===== config.mk =====
export PLATFORM = sky130hd
export DESIGN_NAME = pdn_ctrl
export DESIGN_NICKNAME = d
export VERILOG_FILES = /design/src/rtl/pdn_pkg.sv /design/src/rtl/pdn_sync.sv /design/src/rtl/pdn_control.sv /design/src/rtl/pdn_regs.sv /design/src/rtl/pdn_ctrl.sv
export SDC_FILE = /design/constraint.sdc
export NUM_CORES = 1
export LEC_CHECK = 0
export BUFFER_PORTS_ARGS = -buffer_cell sky130_fd_sc_hd__buf_4
export CORE_AREA = 4 4 41 43
export CTS_CLUSTER_DIAMETER = 80
export CTS_CLUSTER_SIZE = 20
export DETAILED_ROUTE_END_ITERATION = 8
export DIE_AREA = 0 0 45 47
export GPL_TIMING_DRIVEN = 0
export SLEW_MARGIN = 5
export SYNTH_ARGS = -nofsm -noshare
export SYNTH_HDL_FRONTEND = slang
export SYNTH_SLANG_ARGS = --single-unit
export TNS_END_PERCENT = 20

===== constraint.sdc =====
create_clock -name clk -period 3.3 [get_ports clk]
set_clock_uncertainty 0.2 [all_clocks]
set_input_delay 0.165 -clock clk [delete_from_list [all_inputs] [get_ports clk]]
set_output_delay 0.165 -clock clk [all_outputs]
set_load 0.02 [all_outputs]

===== src/rtl/pdn_pkg.sv =====
package pdn_pkg;
  localparam int SW_BIT    = 0;
  localparam int HWARM_BIT = 1;
  localparam int IRQEN_BIT = 2;
  localparam int FLAG_BIT  = 3;
  localparam int CTRL_BITS = 4;

  typedef enum logic [1:0] {
    MODE_ACTIVE = 2'b00,
    MODE_SW     = 2'b01,
    MODE_HW     = 2'b10
  } mode_e;

  typedef struct packed {
    logic wrCtrl;
    logic clrSw;
    logic clrHwArm;
    logic setFlag;
    logic clrFlag;
    logic busRst;
  } strobe_t;
endpackage


===== src/rtl/pdn_sync.sv =====
module pdn_sync #(
  parameter int WIDTH  = 2,
  parameter int STAGES = 2
) (
  input  logic             clk,
  input  logic             rstN,
  input  logic [WIDTH-1:0] asyncIn,
  output logic [WIDTH-1:0] syncOut
);
  genvar gi;
  generate
    for (gi = 0; gi < WIDTH; gi++) begin : gBit
      logic [STAGES-1:0] chain;
      always_ff @(posedge clk or negedge rstN) begin
        if (!rstN) chain <= '1;
        else       chain <= {chain[STAGES-2:0], asyncIn[gi]};
      end
      assign syncOut[gi] = chain[STAGES-1];
    end
  endgenerate
endmodule


===== src/rtl/pdn_control.sv =====
module pdn_control
  import pdn_pkg::*;
#(
  parameter int ADDR_W    = 2,
  parameter int DATA_W    = 8,
  parameter int CTRL_ADDR = 0
) (
  input  logic              clk,
  input  logic              rstN,
  input  logic              pdSync,
  input  logic              brSync,
  input  logic              regWr,
  input  logic [ADDR_W-1:0] regAddr,
  input  logic [DATA_W-1:0] regWData,
  input  logic              hwArm,
  input  logic              swDown,
  output strobe_t           strb,
  output mode_e             modeNow,
  output logic              ifRstN
);
  logic pdPrev;
  logic pdFall;
  logic pdRise;
  logic hwDown;
  logic wrHit;

  always_ff @(posedge clk or negedge rstN) begin
    if (!rstN) pdPrev <= 1'b1;
    else       pdPrev <= pdSync;
  end

  assign pdFall = pdPrev & ~pdSync;
  assign pdRise = ~pdPrev & pdSync;
  assign hwDown = hwArm & ~pdSync;
  assign wrHit  = regWr && (regAddr == ADDR_W'(CTRL_ADDR)) && !hwDown;

  always_comb begin
    strb          = '0;
    strb.wrCtrl   = wrHit;
    strb.busRst   = ~brSync;
    strb.clrSw    = wrHit & regWData[HWARM_BIT];
    strb.clrHwArm = pdRise;
    strb.setFlag  = pdFall;
    strb.clrFlag  = wrHit & regWData[FLAG_BIT];
  end

  always_comb begin
    if (hwDown)      modeNow = MODE_HW;
    else if (swDown) modeNow = MODE_SW;
    else             modeNow = MODE_ACTIVE;
  end

  assign ifRstN = brSync && (modeNow == MODE_ACTIVE);
endmodule


===== src/rtl/pdn_regs.sv =====
module pdn_regs
  import pdn_pkg::*;
#(
  parameter int ADDR_W    = 2,
  parameter int DATA_W    = 8,
  parameter int CTRL_ADDR = 0
) (
  input  logic              clk,
  input  logic              rstN,
  input  strobe_t           strb,
  input  logic [DATA_W-1:0] wData,
  input  logic [ADDR_W-1:0] rAddr,
  output logic [DATA_W-1:0] rData,
  output logic              swDown,
  output logic              hwArm,
  output logic              irqEn,
  output logic              flag,
  output logic              irq
);
  localparam int PAD_W = DATA_W - CTRL_BITS;

  logic [CTRL_BITS-1:0] ctrlVec;

  always_ff @(posedge clk or negedge rstN) begin
    if (!rstN) begin
      swDown <= 1'b0;
      hwArm  <= 1'b0;
      irqEn  <= 1'b0;
      flag   <= 1'b0;
    end else begin
      if (strb.wrCtrl) irqEn <= wData[IRQEN_BIT];

      if (strb.clrHwArm)    hwArm <= 1'b0;
      else if (strb.wrCtrl) hwArm <= wData[HWARM_BIT];

      if (strb.busRst || strb.clrSw) swDown <= 1'b0;
      else if (strb.wrCtrl)          swDown <= wData[SW_BIT];

      if (strb.busRst)       flag <= 1'b0;
      else if (strb.setFlag) flag <= 1'b1;
      else if (strb.clrFlag) flag <= 1'b0;
    end
  end

  always_comb begin
    ctrlVec            = '0;
    ctrlVec[SW_BIT]    = swDown;
    ctrlVec[HWARM_BIT] = hwArm;
    ctrlVec[IRQEN_BIT] = irqEn;
    ctrlVec[FLAG_BIT]  = flag;
  end

  generate
    if (PAD_W > 0) begin : gPad
      assign rData = (rAddr == ADDR_W'(CTRL_ADDR)) ? {{PAD_W{1'b0}}, ctrlVec} : '0;
    end else begin : gNoPad
      assign rData = (rAddr == ADDR_W'(CTRL_ADDR)) ? ctrlVec : '0;
    end
  endgenerate

  assign irq = flag & irqEn;
endmodule


===== src/rtl/pdn_ctrl.sv =====
module pdn_ctrl
  import pdn_pkg::*;
#(
  parameter int ADDR_W      = 2,
  parameter int DATA_W      = 8,
  parameter int CTRL_ADDR   = 0,
  parameter int SYNC_STAGES = 2
) (
  input  logic              clk,
  input  logic              rstN,
  input  logic              pdPinN,
  input  logic              busPinN,
  input  logic              regWr,
  input  logic [ADDR_W-1:0] regAddr,
  input  logic [DATA_W-1:0] regWData,
  output logic [DATA_W-1:0] regRData,
  output logic              ifRstN,
  output logic              irq,
  output logic [1:0]        mode
);
  logic [1:0] syncLv;
  logic       pdSync;
  logic       brSync;
  strobe_t    strb;
  mode_e      modeNow;
  logic       swDown;
  logic       hwArm;
  logic       irqEn;
  logic       flag;

  pdn_sync #(.WIDTH(2), .STAGES(SYNC_STAGES)) uSync (
    .clk(clk), .rstN(rstN), .asyncIn({busPinN, pdPinN}), .syncOut(syncLv)
  );
  assign pdSync = syncLv[0];
  assign brSync = syncLv[1];

  pdn_control #(.ADDR_W(ADDR_W), .DATA_W(DATA_W), .CTRL_ADDR(CTRL_ADDR)) uCtl (
    .clk(clk), .rstN(rstN), .pdSync(pdSync), .brSync(brSync),
    .regWr(regWr), .regAddr(regAddr), .regWData(regWData),
    .hwArm(hwArm), .swDown(swDown), .strb(strb), .modeNow(modeNow),
    .ifRstN(ifRstN)
  );

  pdn_regs #(.ADDR_W(ADDR_W), .DATA_W(DATA_W), .CTRL_ADDR(CTRL_ADDR)) uRegs (
    .clk(clk), .rstN(rstN), .strb(strb), .wData(regWData), .rAddr(regAddr),
    .rData(regRData), .swDown(swDown), .hwArm(hwArm), .irqEn(irqEn),
    .flag(flag), .irq(irq)
  );

  assign mode = modeNow;
endmodule


==> flow_summary.ini, run 1 <==
[logic_synthesis]
yosysUniqueCellTypes = 19
synth-warning-count = 0
synth.avg_cell_area_um2 = 11.1
cell_type_with_the_largest_total_area_after_synthesis = sky130_fd_sc_hd__dfstp_2
yosysSeqAreaShare = 0.535
synth.ff_latch_count = 9
synthDominantCellAreaShare = 0.303
synth.area.top_cells = sky130_fd_sc_hd__dfstp_2 (30%), sky130_fd_sc_hd__dfrtp_1 (23%), sky130_fd_sc_hd__buf_4 (8.7%)
syn-cell-area_um2 = 433
synthesis.instances = 39

[worst_hold_path]
hold_path_depth = 3
timing.hold.worst_endpoint = uRegs.flag$_DFFE_PN0P_
hold_path_class = in2reg
worstHoldStart = regWData[3]

[cells_and_area]
fin_cells = 85
layout-area-overhead-vs-synth_pct = 58.1
post-route-cell-area_um2 = 684
most_frequent_cells_in_the_layout = sky130_fd_sc_hd__buf_4 (23), sky130_fd_sc_hd__dlygate4sd3_1 (6), sky130_fd_sc_hd__and2_1 (5), sky130_fd_sc_hd__dfstp_2 (5)
drive_gt1_frac = 0.486
finish.net_count = 86
layout.filler_cells = 129
ff_latch_area_um2 = 231
antenna_cells_inserted = 0
multiInputGateArea_um2 = 168
final_common_cell = sky130_fd_sc_hd__buf_4

[cts]
clk-insertion-delay-late_ns = 0.25
cts_sinks = 9
cts.htree.levels = 1
cts_tree = built
number_of_clock_buffers_inserted_by_tritoncts = 3
clk_path_buf_depth = 2
cts_root_buffer = sky130_fd_sc_hd__clkbuf_4
clkSlewWorstSetupHoldPaths_ns = 0.06
postCtsSetupRepairBufs = 0

[routing]
detail_route.vias_per_cell = 4.04
first_iter_violations = 1
route.detailed.wl_per_inst_um = 9.36
drt_pass1_iterations = 2
detail_route.wirelength_um = 796
via_count = 343
drc = 0
antenna_left = 0

[placement]
routabilityCongestion = 0.681
dpl-instance-area_um2 = 598
dpl_worst_slack_ns = 1.79
hpwl_um = 620
port-buffer-count = 18
dpl.cell_count = 75

[worst_setup_path]
cp_data_arrival_time_ns = 1.41
worst_reg2reg_path_depth = 3
r2r_end = uRegs.irqEn$_DFFE_PN0P_
setup.worst_path.end_class = output port
regToRegStartpoint = uSync.gBit[0].chain[1]$_DFF_PN1_
crit_path_start_kind = register
timing.reg2reg.setup_slack_ns = 1.84
worst_path_max_fanout = 4
worst-setup-path-type = reg2out
cp_data_required_time_ns = 2.93

[sta]
post-route-worst-setup-slack_ns = 1.52
setup_violations = 0
upper_clock_frequency_limit_mhz = 562
holdWs_ns = 0.0507
final_max_slew_viol_count = 0
setup_repair_after_global_routing_missed_its_margin = false
final.min_clock_period_ns = 1.78
final-hold-violation-count = 0
final.setup.tns_ns = 0
timing.final.crit_share = 0.539

[power]
power.density_cell_area_nw_per_um2 = 381
power.leakage_nw = 0.356
vdd.ir_drop.worst_mv = 0.178

[run_status]
outcome = complete, no violations

[global_route]
globalRouteOverflowTotal = 0
grt_usage = 0.0815
first_global_vias = 304
pin_count_of_the_biggest_net_entering_global_routing = 10
grt_pass1_wl_mm = 1.23
antenna_found_initial = 0

[die]
height_of_the_die_um = 47
placeableCoreArea_um2 = 1300
num_io_pins = 27
die_width_um = 45
fp.dieArea_um2 = 2120
starting_density_of_the_core = 0.333
placement_rows = 13

[flow_run]
maxCapViolCount = 0
[power breakdown]
group | switching (mW) | internal [mW] | leakage (nW)
Clock | 0.0340 | 0.0463 | 0.0150
Combinational | 0.0238 | 0.0313 | 0.236
Sequential | 0.00457 | 0.121 | 0.105
[Yosys cell counts, drive strengths merged]
library cell,count
a31oi,1
and2,5
buf,5
conb,1
dfrtp,4
dfstp,5
inv,2
mux2,1
mux2i,2
nand2,4
nand2b,2
nand3b,1
nor2,1
nor2b,1
nor3,1
nor3b,2
o21a,1
[per-stage QoR]
step | util | power (mW)
after floorplan | - | 0.155
after global placement | 0.460 | 0.177
after detailed placement | 0.460 | 0.177
after CTS | 0.526 | 0.268
after global routing | 0.526 | 0.280
final | 0.526 | 0.261
[cell type report]
type                            instances  area share
Sequential cell                         9       0.338
Timing Repair Buffer                   24       0.285
Multi-Input combinational cell         26       0.245
Buffer                                  5      0.0548
Clock buffer                            4      0.0384
Tap cell                               15      0.0274
Inverter                                2      0.0110
[critical path, cell delays in order (launching register included)]
cell                       delay [ns]
sky130_fd_sc_hd__dfstp_2         0.55
sky130_fd_sc_hd__nand2b_1        0.18
sky130_fd_sc_hd__inv_1           0.07
sky130_fd_sc_hd__nor3b_1         0.19
sky130_fd_sc_hd__buf_4           0.17
[worst max path at each step]
| stage | start | to | slack [ns] | cells after the start |
|---|---|---|---|---|
| floorplan | uSync.gBit[0].chain[1]$_DFF_PN1_ | ifRstN | 1.67 | 3 |
| global placement | uSync.gBit[0].chain[1]$_DFF_PN1_ | ifRstN | 1.80 | 4 |
| detailed placement | uSync.gBit[0].chain[1]$_DFF_PN1_ | ifRstN | 1.79 | 4 |
| CTS | uSync.gBit[0].chain[1]$_DFF_PN1_ | ifRstN | 1.49 | 4 |
| global route | uSync.gBit[0].chain[1]$_DFF_PN1_ | ifRstN | 1.41 | 4 |
| finish | uSync.gBit[0].chain[1]$_DFF_PN1_ | ifRstN | 1.52 | 4 |
[per-layer routing]
metal / wire [um] / share of wire / track usage
met1: 308 / 0.39 / 0.0918
met2: 383 / 0.48 / 0.136
met3: 103 / 0.13 / 0.0230
met4: 0 / 0 / 0.0526
met5: 0 / 0 / 0
[registers in the layout, indices dropped and copies added (netlist names)]
signal	count
uRegs.swDown	1
uRegs.flag	1
uSync.gBit.chain	4
uRegs.hwArm	1
uCtl.pdPrev	1
uRegs.irqEn	1
[logic make-up after synthesis]
kind of cell           share of synthesized area
other                                    0.00866
muxes                                     0.0809
AOI/OAI and AO/OA                         0.0318
and+or+nand+nor                            0.240
buffers and inverters                      0.104
DFF                                        0.535
[repair_timing]
action                                 in CTS  in global routing
endpoints found under the hold margin      14                  0
resized for setup                           0                  0
hold buffers                                6                  0
Note: power is estimated with default switching activity, not from simulation.
==> run 2, diff against run 1 <==
==> constraint.sdc (replaced) <==
create_clock -name clk -period 1.8 [get_ports clk]
set_clock_uncertainty 0.2 [all_clocks]
set_input_delay 0.09 -clock clk [delete_from_list [all_inputs] [get_ports clk]]
set_output_delay 0.09 -clock clk [all_outputs]
set_load 0.02 [all_outputs]
==> flow_summary.ini, run 2 (synthesized netlist as in run 1, its figures left out) <==
[sta]
upper_clock_frequency_limit_mhz = 610
final-hold-violation-count = 0
final.min_clock_period_ns = 1.64
timing.final.crit_share = 0.911
setup_violations = 0
final_max_slew_viol_count = 0
final.setup.tns_ns = 0
setup_repair_after_global_routing_missed_its_margin = false

[worst_hold_path]
hold_path_class = in2reg
hold_path_depth = 4
timing.hold.worst_endpoint = uRegs.swDown$_DFFE_PN0P_
worstHoldStart = regWr

[placement]
port-buffer-count = 18
hpwl_um = 620
routabilityCongestion = 0.681

[cts]
number_of_clock_buffers_inserted_by_tritoncts = 3
clkSlewWorstSetupHoldPaths_ns = 0.06
cts.htree.levels = 1
cts_tree = built
clk_path_buf_depth = 2
clk-insertion-delay-late_ns = 0.25
cts_sinks = 9
cts_root_buffer = sky130_fd_sc_hd__clkbuf_4

[global_route]
pin_count_of_the_biggest_net_entering_global_routing = 7
antenna_found_initial = 0
grt_usage = 0.0871
first_global_vias = 335
globalRouteOverflowTotal = 0
grt_pass1_wl_mm = 1.31

[die]
height_of_the_die_um = 47
starting_density_of_the_core = 0.333
num_io_pins = 27
die_width_um = 45
placement_rows = 13
placeableCoreArea_um2 = 1300
fp.dieArea_um2 = 2120

[cells_and_area]
most_frequent_cells_in_the_layout = sky130_fd_sc_hd__buf_4 (23), sky130_fd_sc_hd__dlygate4sd3_1 (10), sky130_fd_sc_hd__and2_1 (5), sky130_fd_sc_hd__dfstp_2 (5)
ff_latch_area_um2 = 231
final_common_cell = sky130_fd_sc_hd__buf_4
layout.filler_cells = 122
drive_gt1_frac = 0.473
finish.net_count = 90
regMostFlops = uSync.gBit.chain
antenna_cells_inserted = 0
flip_flop_count_of_the_largest_register_after_layout = 4
multiInputGateArea_um2 = 175
layout-area-overhead-vs-synth_pct = 69.1

[routing]
route.detailed.wl_per_inst_um = 9.62
first_iter_violations = 1
detail_route.wirelength_um = 856
drt_pass1_iterations = 2
antenna_left = 0
detail_route.vias_per_cell = 4.07
drc = 0
via_count = 362

[worst_setup_path]
regToRegStartpoint = uSync.gBit[0].chain[1]$_DFF_PN1_
worst_path_max_fanout = 4
crit_path_start_kind = register
worst-setup-path-type = reg2out
timing.reg2reg.setup_slack_ns = 0.40
r2r_end = uRegs.irqEn$_DFFE_PN0P_
worst_reg2reg_path_depth = 3
cp_data_arrival_time_ns = 1.35
cp_data_required_time_ns = 1.51
setup.worst_path.end_class = output port

[power]
seqPwrFrac = 0.474
power.density_cell_area_nw_per_um2 = 667
internal_power_mw = 0.371
total_power_mw = 0.488
power.share.switching = 0.240
net-switching-power_mw = 0.117
share_comb_of_total_power = 0.224
vdd.ir_drop.worst_mv = 0.327
power.leakage_nw = 0.378
power_frac_clock = 0.302

[flow_run]
maxCapViolCount = 0

[run_status]
outcome = complete, no violations
==> run 2: cell count changes in the layout (fill, tap and decap cells not counted), sizes merged <==
cell,before,now
dlygate4sd3,6,10
==> run 2: critical path: stages, from the launching register on <==
cell and delay (ns):
sky130_fd_sc_hd__dfstp_2 0.55, sky130_fd_sc_hd__nand2b_4 0.14, sky130_fd_sc_hd__inv_1 0.05, sky130_fd_sc_hd__nor3b_1 0.18
sky130_fd_sc_hd__buf_4 0.17
==> run 2: power groups by stage <==
stage | logic, mW | registers [mW] | clock network, mW
after floorplan | 0.0537 | 0.231 | 0
after global placement | 0.0908 | 0.233 | 0
after detailed placement | 0.0916 | 0.234 | 0
after CTS | 0.109 | 0.231 | 0.158
after global routing | 0.118 | 0.233 | 0.172
final | 0.110 | 0.231 | 0.147
==> run 2: worst max-delay path by stage <==
stage	start	end	slack [ns]	depth (start not counted)
finish	uSync.gBit[0].chain[1]$_DFF_PN1_	ifRstN	0.16	4
global route	uSync.gBit[0].chain[1]$_DFF_PN1_	ifRstN	0.06	4
CTS	uSync.gBit[0].chain[1]$_DFF_PN1_	ifRstN	0.07	4
detailed placement	uSync.gBit[0].chain[1]$_DFF_PN1_	uRegs.irqEn$_DFFE_PN0P_	0.34	3
global placement	uSync.gBit[0].chain[1]$_DFF_PN1_	uRegs.irqEn$_DFFE_PN0P_	0.34	3
floorplan	uSync.gBit[0].chain[1]$_DFF_PN1_	ifRstN	0.24	3
==> run 2: per-layer routing <==
layer,GRT usage,share of wire,vias up
met4,0.0526,0,0
met5,0,0,-
met1,0.0871,0.36,157
met2,0.161,0.53,17
met3,0.0230,0.11,0
li1,-,-,188
==> run 2: what timing repair did <==
item,4_1_cts,5_1_grt
gates resized for setup,0,1
endpoints found under the hold margin,15,0
buffers inserted,0,0
endpoints found under the setup margin,0,1
hold buffers,10,0
==> run 2: cell type report <==
class,instances,share of cell area
tap,15,0.0256
timing repair buffer,28,0.321
sequential,9,0.316
multi-input combinational,26,0.239
clock buffer,4,0.0359
buffer,5,0.0513
inverter,2,0.0103
==> run 2: stage by stage <==
step | hold WS, ns | setup slack (ns) | cells | util | instance area, um^2
6_report | 0.119 | 0.160 | 89 | 0.563 | 732
4_1_cts | 0.111 | 0.0665 | 89 | 0.557 | 724
5_1_grt | 0.121 | 0.0628 | 89 | 0.563 | 732
2_1_floorplan | -0.406 | 0.241 | 42 | - | 444
3_3_place_gp | -0.285 | 0.337 | 75 | 0.460 | 598
3_5_place_dp | -0.283 | 0.336 | 75 | 0.460 | 598
==> run 3, diff against run 2 <==
--- a/config.mk
+++ b/config.mk
@@ -12,8 +12,10 @@
 export DETAILED_ROUTE_END_ITERATION = 8
 export DIE_AREA = 0 0 45 47
 export GPL_TIMING_DRIVEN = 0
+export PLACE_DENSITY = 0.68
 export SLEW_MARGIN = 5
 export SYNTH_ARGS = -nofsm -noshare
 export SYNTH_HDL_FRONTEND = slang
+export SYNTH_HIERARCHICAL = 1
 export SYNTH_SLANG_ARGS = --single-unit
 export TNS_END_PERCENT = 20
==> flow_summary.ini, run 3 <==
[cells_and_area]
drive_gt1_frac = 0.519
final_common_cell = sky130_fd_sc_hd__buf_4
flip_flop_count_of_the_largest_register_after_layout = 4
finish.net_count = 95
antenna_cells_inserted = 0
layout-area-overhead-vs-synth_pct = 60.9
fin_cells = 94
post-route-cell-area_um2 = 777
regMostFlops = uSync/gBit.chain
most_frequent_cells_in_the_layout = sky130_fd_sc_hd__buf_4 (28), sky130_fd_sc_hd__dlygate4sd3_1 (9), sky130_fd_sc_hd__dfstp_2 (5), sky130_fd_sc_hd__and2_1 (5)

[routing]
routed-wl-met2_um = 414
detail_route.vias_per_cell = 4.09
highest_routing_layer_actually_used = met3
via_count = 384
drt_pass1_iterations = 3
first_iter_violations = 2
met3WireLength_um = 124
drc = 0
drt-met1-wl_um = 375
route.detailed.wl_per_inst_um = 9.72
antenna_left = 0
detail_route.wirelength_um = 914

[logic_synthesis]
synth-warning-count = 6
synth_commonest_cells = sky130_fd_sc_hd__buf_4 (10), sky130_fd_sc_hd__and2_1 (5), sky130_fd_sc_hd__dfstp_2 (5)
synth.avg_cell_area_um2 = 10.7
synthDominantCellAreaShare = 0.272
yosysSeqAreaShare = 0.479
synth.area.top_cells = sky130_fd_sc_hd__dfstp_2 (27%), sky130_fd_sc_hd__dfrtp_1 (21%), sky130_fd_sc_hd__buf_4 (16%)
synthesis.instances = 45
yosys.cell_count.top_type = sky130_fd_sc_hd__buf_4
synth.ff_latch_count = 9
synth-main-ff-cell = sky130_fd_sc_hd__dfstp_2
cell_type_with_the_largest_total_area_after_synthesis = sky130_fd_sc_hd__dfstp_2
yosysUniqueCellTypes = 19
syn-cell-area_um2 = 483
synth-edff-count = 0
synth-async-reset-ratio = 1.00

[worst_setup_path]
cp_data_required_time_ns = 1.74
worst_path_max_fanout = 6
crit_path_start_kind = register
timing.critical_path.slowest_cell_delay_ns = 0.51
crit_slowest_cell = sky130_fd_sc_hd__dfstp_2
setup.worst_path.end_class = register
path_common_cell = sky130_fd_sc_hd__buf_4
worst-setup-path-type = reg2reg
worst_reg2reg_path_depth = 5
crit_path_cell_trace = buf_4 -> nor2b_4 -> nor4b_4 -> buf_4 -> mux2_2
cp_data_arrival_time_ns = 1.64

[cts]
number_of_clock_buffers_inserted_by_tritoncts = 3
cts_sinks = 9
clk-insertion-delay-late_ns = 0.25
cts.htree.levels = 1
clkSlewWorstSetupHoldPaths_ns = 0.06
postCtsSetupRepairBufs = 0
clk_path_buf_depth = 2
cts_tree = built
cts_root_buffer = sky130_fd_sc_hd__clkbuf_4

[sta]
final.min_clock_period_ns = 1.71
timing.final.crit_share = 0.948
post-route-worst-setup-slack_ns = 0.0935
setup_violations = 0
final_max_slew_viol_count = 0
final-hold-violation-count = 0
upper_clock_frequency_limit_mhz = 586
setup_repair_after_global_routing_missed_its_margin = false
final.setup.tns_ns = 0

[placement]
dpl_worst_slack_ns = 0.0953
hpwl_um = 686
port-buffer-count = 18
dpl-instance-area_um2 = 648
dpl.cell_count = 81
routabilityCongestion = 0.779

[power]
total_power_mw = 0.497
net-switching-power_mw = 0.122
share_comb_of_total_power = 0.243
power.leakage_nw = 0.385
power_frac_clock = 0.298
vdd.ir_drop.worst_mv = 0.381
internal_power_mw = 0.375
power.density_cell_area_nw_per_um2 = 639
power.share.switching = 0.245
seqPwrFrac = 0.458

[worst_hold_path]
hold_path_class = in2reg
hold_path_depth = 4

[global_route]
pin_count_of_the_biggest_net_entering_global_routing = 7
grt_pass1_wl_mm = 1.49
globalRouteOverflowTotal = 0
first_global_vias = 357
antenna_found_initial = 0
grt_usage = 0.102

[die]
placement_rows = 13
starting_density_of_the_core = 0.371
die_width_um = 45
height_of_the_die_um = 47
placeableCoreArea_um2 = 1300
fp.dieArea_um2 = 2120
num_io_pins = 27

[run_status]
outcome = complete, no violations

[flow_run]
maxCapViolCount = 0
## run 3: worst paths after layout
path                       slack [ns]                              from                          endpoint
min in group asynchronous        0.15                              rstN  uSync/gBit[1].chain[0]$_DFF_PN1_
max                              0.09  uSync/gBit[0].chain[1]$_DFF_PN1_           uRegs/irqEn$_DFFE_PN0P_
max in group asynchronous        0.64                              rstN           uRegs/irqEn$_DFFE_PN0P_
min                              0.06                             regWr          uRegs/swDown$_DFFE_PN0P_
max reg2reg                      0.09  uSync/gBit[0].chain[1]$_DFF_PN1_           uRegs/irqEn$_DFFE_PN0P_
min reg2reg                      0.16  uSync/gBit[0].chain[0]$_DFF_PN1_  uSync/gBit[0].chain[1]$_DFF_PN1_
## run 3: metrics by stage
stage	util	hold slack, ns
6_report	0.597	0.0643
2_1_floorplan	-	-0.406
4_1_cts	0.588	0.0552
3_5_place_dp	0.498	-0.283
3_3_place_gp	0.498	-0.284
5_1_grt	0.597	0.0958
## run 3: metal layers
| metal | GRT usage | up-vias |
|---|---|---|
| li1 | - | 199 |
| met1 | 0.101 | 163 |
| met2 | 0.178 | 22 |
| met3 | 0.0383 | 0 |
| met4 | 0.0702 | 0 |
| met5 | 0 | - |
## run 3: kinds of logic after synthesis
family,count (synthesis),share of synthesized area
AOI/OAI and AO/OA,1,0.0104
buffers and inverters,12,0.171
DFF,9,0.479
and+or+nand+nor,19,0.267
other,1,0.00776
muxes,3,0.0648
## run 3: cell type report
cell class	count	area (um^2)
buffer	10	75.1
clock buffer	4	26.3
fill	109	524
inverter	2	7.51
multi-input combinational	27	193
sequential	9	231
tap	15	18.8
timing repair buffer	27	225
## run 3: worst max-delay path: cells and delay by family (launching register included)
family | cells | cell delay [ns]
buf+inv | 2 | 0.29
simple gates | 2 | 0.26
flops | 1 | 0.51
mux | 1 | 0.33
## run 3: what timing repair did
action	4_1_cts	5_1_grt
hold endpoints to repair	14	0
resized for setup	0	2
endpoints found under the setup margin	0	2
hold buffers	9	0
## run 3: power groups by stage
| stage | clock network [mW] | registers (mW) | logic (mW) |
|---|---|---|---|
| 4_1_cts | 0.161 | 0.228 | 0.117 |
| 3_5_place_dp | 0 | 0.231 | 0.102 |
| 6_report | 0.148 | 0.228 | 0.121 |
| 3_3_place_gp | 0 | 0.230 | 0.101 |
| 5_1_grt | 0.170 | 0.230 | 0.132 |
| 2_1_floorplan | 0 | 0.229 | 0.0613 |
